==> src/rtl/scl_timing_pkg.sv <==
package scl_timing_pkg;

  typedef enum logic [1:0] {
    PH_IDLE = 2'd0,
    PH_LOW  = 2'd1,
    PH_WAIT = 2'd2,
    PH_HIGH = 2'd3
  } phase_e;

  // strobes from the phase control into the datapath
  typedef struct packed {
    logic ldLow;   // SCL is pulled low this edge
    logic ldWait;  // SCL is released this edge
    logic ldHigh;  // filtered SCL seen high, high count starts
  } phase_stb_t;

  localparam logic [1:0] MODE_STD  = 2'd0;
  localparam logic [1:0] MODE_FAST = 2'd1;
  localparam logic [1:0] MODE_HS   = 2'd2;

endpackage

==> src/rtl/scl_line_filter.sv <==
module scl_line_filter #(
  parameter int SYNC_STAGES = 2,
  parameter int LEN_W       = 8
) (
  input  logic             clk,
  input  logic             rstN,
  input  logic [LEN_W-1:0] filtLen,
  input  logic             lineIn,
  output logic             lineFilt
);

  logic [SYNC_STAGES-1:0] syncQ;
  logic                   syncOut;
  logic [LEN_W-1:0]       stableCnt;

  generate
    if (SYNC_STAGES == 1) begin : g_single
      always_ff @(posedge clk or negedge rstN) begin
        if (!rstN) syncQ <= '1;
        else       syncQ <= lineIn;
      end
    end else begin : g_chain
      always_ff @(posedge clk or negedge rstN) begin
        if (!rstN) syncQ <= '1;
        else       syncQ <= {syncQ[SYNC_STAGES-2:0], lineIn};
      end
    end
  endgenerate

  assign syncOut = syncQ[SYNC_STAGES-1];

  // a differing level must survive filtLen+1 samples before it is taken
  always_ff @(posedge clk or negedge rstN) begin
    if (!rstN) begin
      lineFilt  <= 1'b1;
      stableCnt <= '0;
    end else if (syncOut == lineFilt) begin
      stableCnt <= '0;
    end else if (stableCnt >= filtLen) begin
      lineFilt  <= syncOut;
      stableCnt <= '0;
    end else begin
      stableCnt <= stableCnt + LEN_W'(1);
    end
  end

endmodule

==> src/rtl/scl_timing_ctrl.sv <==
module scl_timing_ctrl
  import scl_timing_pkg::*;
(
  input  logic       clk,
  input  logic       rstN,
  input  logic       runEn,
  input  logic       sclFilt,
  input  logic       cntZero,
  output phase_stb_t stb,
  output logic       sclOut,
  output logic       fallStb,
  output logic       stretchDet
);

  phase_e phase;

  always_comb begin
    stb        = '0;
    stb.ldLow  = runEn && ((phase == PH_IDLE) || (phase == PH_HIGH && cntZero));
    stb.ldWait = (phase == PH_LOW) && cntZero;
    stb.ldHigh = (phase == PH_WAIT) && sclFilt;
  end

  always_ff @(posedge clk or negedge rstN) begin
    if (!rstN) begin
      phase   <= PH_IDLE;
      sclOut  <= 1'b1;
      fallStb <= 1'b0;
    end else begin
      fallStb <= stb.ldLow;
      if (stb.ldLow) begin
        phase  <= PH_LOW;
        sclOut <= 1'b0;
      end else if (stb.ldWait) begin
        phase  <= PH_WAIT;
        sclOut <= 1'b1;
      end else if (stb.ldHigh) begin
        phase <= PH_HIGH;
      end else if (phase == PH_HIGH && cntZero) begin
        phase <= PH_IDLE;
      end
    end
  end

  // the wait counter runs out exactly when a following bus would be seen high
  assign stretchDet = (phase == PH_WAIT) && cntZero && !sclFilt;

endmodule

==> src/rtl/scl_timing_dp.sv <==
module scl_timing_dp
  import scl_timing_pkg::*;
#(
  parameter int CNT_W       = 16,
  parameter int SPK_W       = 8,
  parameter int TXH_W       = 16,
  parameter int RXH_W       = 8,
  parameter int SYNC_STAGES = 2
) (
  input  logic             clk,
  input  logic             rstN,
  input  phase_stb_t       stb,
  input  logic [1:0]       speedMode,
  input  logic [CNT_W-1:0] stdHi,
  input  logic [CNT_W-1:0] stdLo,
  input  logic [CNT_W-1:0] fastHi,
  input  logic [CNT_W-1:0] fastLo,
  input  logic [CNT_W-1:0] hsHi,
  input  logic [CNT_W-1:0] hsLo,
  input  logic [SPK_W-1:0] spikeLen,
  input  logic [TXH_W-1:0] txHold,
  input  logic [RXH_W-1:0] rxHold,
  input  logic             sdaTxBit,
  output logic             cntZero,
  output logic             sdaOut,
  output logic             sdaChgStb,
  output logic             sampleStb
);

  localparam int CW     = CNT_W + 1;
  // release to filtered-high costs SYNC_STAGES+2+spikeLen edges; the rest of 7 is counted here
  localparam int HI_OFF = 4 - SYNC_STAGES;
  localparam int WAIT_BASE = SYNC_STAGES + 1;

  logic [CNT_W-1:0] hiSel;
  logic [CNT_W-1:0] loSel;
  logic [CW-1:0]    phaseCnt;
  logic [TXH_W-1:0] txCnt;
  logic             txAct;
  logic [RXH_W-1:0] rxCnt;
  logic             rxAct;

  always_comb begin
    case (speedMode)
      MODE_FAST: begin hiSel = fastHi; loSel = fastLo; end
      MODE_HS:   begin hiSel = hsHi;   loSel = hsLo;   end
      default:   begin hiSel = stdHi;  loSel = stdLo;  end
    endcase
  end

  always_ff @(posedge clk or negedge rstN) begin
    if (!rstN) begin
      phaseCnt <= '0;
    end else if (stb.ldLow) begin
      phaseCnt <= CW'(loSel);
    end else if (stb.ldWait) begin
      phaseCnt <= CW'(WAIT_BASE) + CW'(spikeLen);
    end else if (stb.ldHigh) begin
      phaseCnt <= CW'(hiSel) + CW'(HI_OFF);
    end else if (phaseCnt != '0) begin
      phaseCnt <= phaseCnt - CW'(1);
    end
  end

  assign cntZero = (phaseCnt == '0);

  // transmit hold: counts from the SCL fall, then moves SDA
  always_ff @(posedge clk or negedge rstN) begin
    if (!rstN) begin
      txAct  <= 1'b0;
      txCnt  <= '0;
      sdaOut <= 1'b1;
    end else if (stb.ldLow) begin
      txAct <= 1'b1;
      txCnt <= txHold;
    end else if (txAct) begin
      if (txCnt == '0) begin
        txAct  <= 1'b0;
        sdaOut <= sdaTxBit;
      end else begin
        txCnt <= txCnt - TXH_W'(1);
      end
    end
  end

  assign sdaChgStb = txAct && (txCnt == '0);

  // receive sample point: counts from the start of the high count
  always_ff @(posedge clk or negedge rstN) begin
    if (!rstN) begin
      rxAct <= 1'b0;
      rxCnt <= '0;
    end else if (stb.ldHigh) begin
      rxAct <= 1'b1;
      rxCnt <= rxHold;
    end else if (rxAct) begin
      if (rxCnt == '0) rxAct <= 1'b0;
      else             rxCnt <= rxCnt - RXH_W'(1);
    end
  end

  assign sampleStb = rxAct && (rxCnt == '0);

endmodule

==> src/rtl/i2c_scl_timing.sv <==
module i2c_scl_timing
  import scl_timing_pkg::*;
#(
  parameter int CNT_W       = 16,
  parameter int SPK_W       = 8,
  parameter int TXH_W       = 16,
  parameter int RXH_W       = 8,
  parameter int SYNC_STAGES = 2
) (
  input  logic             clk,
  input  logic             rstN,
  input  logic             runEn,
  input  logic [1:0]       speedMode,
  input  logic [CNT_W-1:0] stdHi,
  input  logic [CNT_W-1:0] stdLo,
  input  logic [CNT_W-1:0] fastHi,
  input  logic [CNT_W-1:0] fastLo,
  input  logic [CNT_W-1:0] hsHi,
  input  logic [CNT_W-1:0] hsLo,
  input  logic [SPK_W-1:0] spikeLen,
  input  logic [TXH_W-1:0] txHold,
  input  logic [RXH_W-1:0] rxHold,
  input  logic             sclIn,
  input  logic             sdaIn,
  input  logic             sdaTxBit,
  output logic             sclOut,
  output logic             sdaOut,
  output logic             sclFilt,
  output logic             sdaFilt,
  output logic             fallStb,
  output logic             sdaChgStb,
  output logic             sampleStb,
  output logic             stretchDet
);

  localparam int NUM_LINES = 2;

  logic [NUM_LINES-1:0] rawLines;
  logic [NUM_LINES-1:0] filtLines;
  phase_stb_t           stb;
  logic                 cntZero;

  assign rawLines = {sdaIn, sclIn};

  for (genvar i = 0; i < NUM_LINES; i++) begin : g_filt
    scl_line_filter #(
      .SYNC_STAGES(SYNC_STAGES),
      .LEN_W      (SPK_W)
    ) u_filt (
      .clk     (clk),
      .rstN    (rstN),
      .filtLen (spikeLen),
      .lineIn  (rawLines[i]),
      .lineFilt(filtLines[i])
    );
  end

  assign sclFilt = filtLines[0];
  assign sdaFilt = filtLines[1];

  scl_timing_ctrl u_ctrl (
    .clk       (clk),
    .rstN      (rstN),
    .runEn     (runEn),
    .sclFilt   (sclFilt),
    .cntZero   (cntZero),
    .stb       (stb),
    .sclOut    (sclOut),
    .fallStb   (fallStb),
    .stretchDet(stretchDet)
  );

  scl_timing_dp #(
    .CNT_W      (CNT_W),
    .SPK_W      (SPK_W),
    .TXH_W      (TXH_W),
    .RXH_W      (RXH_W),
    .SYNC_STAGES(SYNC_STAGES)
  ) u_dp (
    .clk      (clk),
    .rstN     (rstN),
    .stb      (stb),
    .speedMode(speedMode),
    .stdHi    (stdHi),
    .stdLo    (stdLo),
    .fastHi   (fastHi),
    .fastLo   (fastLo),
    .hsHi     (hsHi),
    .hsLo     (hsLo),
    .spikeLen (spikeLen),
    .txHold   (txHold),
    .rxHold   (rxHold),
    .sdaTxBit (sdaTxBit),
    .cntZero  (cntZero),
    .sdaOut   (sdaOut),
    .sdaChgStb(sdaChgStb),
    .sampleStb(sampleStb)
  );

endmodule

==> config.mk <==
export PLATFORM = sky130hd
export DESIGN_NAME = i2c_scl_timing
export DESIGN_NICKNAME = d
export VERILOG_FILES = /design/src/rtl/scl_timing_pkg.sv /design/src/rtl/scl_line_filter.sv /design/src/rtl/scl_timing_ctrl.sv /design/src/rtl/scl_timing_dp.sv /design/src/rtl/i2c_scl_timing.sv
export SDC_FILE = /design/constraint.sdc
export NUM_CORES = 1
export LEC_CHECK = 0
export CAP_MARGIN = 30
export CORE_MARGIN = 10
export CORE_UTILIZATION = 45
export CTS_BUF_LIST = sky130_fd_sc_hd__clkbuf_8 sky130_fd_sc_hd__clkbuf_16
export DETAILED_ROUTE_END_ITERATION = 10
export PLACE_DENSITY_LB_ADDON = 0.08
export SETUP_SLACK_MARGIN = 0.05
export SYNTH_ARGS = -nofsm -noshare
export SYNTH_HDL_FRONTEND = slang
export SYNTH_HIERARCHICAL = 1
export SYNTH_SLANG_ARGS = --single-unit
==> constraint.sdc <==
create_clock -name clk -period 3.2 [get_ports clk]
set_input_delay 0.48 -clock clk [delete_from_list [all_inputs] [get_ports clk]]
set_output_delay 0.48 -clock clk [all_outputs]
set_load 0.01 [all_outputs]
==> reports/results.txt <==
row count: 39
via count: 5,180
most frequent cell after synthesis: dfrtp_1
final setup vio count: 0
r2r worst-path depth: 14
Die Area: 0.0166 mm^2
Clock Latency Late Sink: 0.34 ns
Main synth FF type: dfrtp_1
RSZ-0062 raised after global routing: no
worst min-delay path category: primary input to asynchronous set/reset pin
Sw Pwr: 1.20 mW
area grow syn2layout: 37.4%
number of routed nets with antenna violations: 0
Clock Skew: 0.00541 ns
CP Data Required Time: 2.72 ns
DIE HEIGHT: 129 um
fraction of layout cells with a size suffix above 1: 10.7%
total grt overflow: 0
post-synthesis cell count: 617
antenna violations before repair: 0
Final Cycle Share: 95.4%
TritonCTS buffer count: 9
fillers: 996
CP max stage cell: or4_4
Critical Path Sink Type: primary output
TritonCTS clock tree: yes
Clk Tree Root Cell: clkbuf_16
Area contributors post-synth: dfrtp_1 29%, ha_1 6.3%, xnor2_1 5.4%
initial core utilization: 46.4%
Final Routed Wirelength: 15,700 um
R2R Setup Slk: 0.35 ns
Post-synth top cells: 62 x dfrtp_1, 58 x nand2_1, 52 x nor2_1
Clock Power Share: 29.6%
drt first pass iters: 5
Initial DRC Count: 453
dpl hpwl: 12,400 um
GR Util All Layers: 19.3%
Core Region: 0.0115 mm^2
Avg Cell Area, Syn: 8.67 um^2
Max clock buf depth: 2
CP arrival: 2.57 ns
sequential power share: 35.7%
Post-synth EDFFs: 0
critical path type: flop to primary output
Clock Sinks: 70
Comb pwr share: 34.6%
Reg-to-Reg Start: u_dp/phaseCnt[0]
worst-path maximum fanout: 6
RR Endpoint: u_dp/phaseCnt[14]
I/O Buffers: 143
f_max: 328 MHz
number of synthesized register bits: 70
Slew HR: 41.1%
pin count of the biggest net entering global routing: 71
CP dominant cell by count: or4_4
n_diodes: 0
Routed WL per cell: 17.2 um
first-pass GRT wire length: 26,100 um
PD cells: 506 mW/mm^2
DRC: 0
final hold viol count: 0
CP Launch Type: flop
total power: 3.72 mW
Slew @ Worst Pin: 0.884 ns
Final nets: 927
Critical Path Max Stage Delay: 0.57 ns
Yosys cell types: 64
maximum vdd drop: 0.000297 V
Cell Int Power: 2.52 mW
Max-Cap Viols: 0
Cell Chain, Critical Path: or4_4 > or4_4 > nor2_1 > clkdlybuf4s50_1
GP Congestion: 0.860
Mapped Nets: 780
switch share: 32.3%
Period minus WS final: 3.05 ns
Seq/Total Area, Yosys: 33.0%
num ports: 144
Die Wd: 129 um
Ys Warns: 6
Post-synth ARST share: 100%
vias in the first global route: 5,373
H-tree depth: 3
Worst Path Buf+Inv: 1
synthesized area: 0.00535 mm^2
Max Slew Vio Count: 0
number of vias per cell: 5.68
run status: complete, no violations
setup TNS: 0 ns
Synth top area share: 29.0%
leakage: 2.89 nW
clk slew on worst S/H paths: 0.06 ns
CP top delay family: simple AND/OR/NAND/NOR gates
Synth area leader: dfrtp_1
==> area by class of cell <==
class / count / area, um^2 / share of cell area, %
Multi-Input combinational cell: 478 / 3320 / 45.2
Sequential cell: 70 / 1760 / 24.0
Timing Repair Buffer: 167 / 1610 / 21.9
Clock buffer: 11 / 253 / 3.44
Tap cell: 143 / 179 / 2.44
Inverter: 38 / 143 / 1.94
Clock inverter: 5 / 81.3 / 1.11
==> worst max-delay path by stage <==
stage | from | end | slack [ns] | depth (start not counted)
2_1_floorplan | u_dp/phaseCnt[4] | u_dp/phaseCnt[15] | 0.17 | 16
3_3_place_gp | speedMode[0] | u_dp/phaseCnt[14] | 0.08 | 10
3_5_place_dp | speedMode[0] | u_dp/phaseCnt[14] | -0.06 | 10
4_1_cts | u_dp/phaseCnt[4] | stretchDet | 0.06 | 5
5_1_grt | u_dp/phaseCnt[4] | stretchDet | 0.04 | 5
6_report | u_dp/txCnt[10] | sdaChgStb | 0.15 | 4
==> through the flow <==
step                      hold slack, ns  util, %  setup WS [ns]  instance area [um^2]  cells
after global routing               0.363     63.8         0.0387                  7350    912
after detailed placement           0.348     60.7        -0.0573                  6990    894
final                              0.335     63.8          0.147                  7350    912
after floorplan                    0.184        -          0.173                  5350    617
after CTS                          0.359     63.6         0.0559                  7320    910
after global placement             0.346     60.7         0.0791                  6990    894
==> routing by layer <==
metal	vias to the layer above	track usage, %	share of wire [%]
met5	-	0	0
met4	0	7.96	2.4
met3	22	5.46	6.8
met2	168	32.6	49
met1	2451	22.6	42
li1	2539	-	-
==> cell families after synthesis <==
kind of cell	Yosys count	share of synthesized area [%]
compound gates	161	22.5
xor+xnor	61	9.99
fa+ha+maj	27	6.32
buf+inv	69	5.24
flops	70	33.0
mux	7	1.64
simple gates	222	21.4
==> flip-flops by register name, indices dropped and copies added, names as in the netlist, 2 cells and up <==
| signal | cells |
|---|---|
| g_filt.u_filt/stableCnt | 16 |
| u_dp/rxCnt | 8 |
| g_filt.u_filt/syncQ | 4 |
| u_dp/phaseCnt | 17 |
| u_dp/txCnt | 16 |
| g_filt.u_filt/lineFilt | 2 |
| u_ctrl/phase | 2 |
==> worst reg2reg max path, cell delays in order (launching register included) <==
cell and delay (ns):
dfrtp_1 0.38, inv_1 0.08, ha_1 0.20, nand2b_1 0.10, nor3_2 0.06, and3_4 0.19
nand3_1 0.08, o21ai_0 0.07, and2_2 0.22, or2_2 0.35, nor2_1 0.30, nand4_1 0.21
o211ai_1 0.19, a21oi_1 0.06, a22o_1 0.22
==> placed cells by master, fill, tap and decap left out, types with 17 or more instances in the layout <==
master / instances
ha_1: 26
a21oi_1: 20
inv_1: 36
nor3_1: 18
nor2_1: 52
nand2_1: 58
xor2_1: 28
dfrtp_1: 62
o21ai_0: 43
nand3_1: 17
xnor2_1: 33
clkdlybuf4s50_1: 142
buf_4: 24
==> repair_timing <==
item | 4_1_cts | 5_1_grt
setup buffers | 0 | 2
endpoints found under the setup margin | 1 | 5
pin swaps | 0 | 1
hold buffers | 0 | 0
gates resized for setup | 1 | 3
==> power by group through the flow <==
| stage | combinational (mW) | sequential (mW) | clock, mW |
|---|---|---|---|
| 3_3_place_gp | 1.24 | 1.32 | 0 |
| 4_1_cts | 1.29 | 1.32 | 1.12 |
| 2_1_floorplan | 0.865 | 1.28 | 0 |
| 3_5_place_dp | 1.28 | 1.33 | 0 |
| 6_report | 1.29 | 1.33 | 1.10 |
| 5_1_grt | 1.44 | 1.36 | 1.16 |
Note: power is estimated with default switching activity, not from simulation.
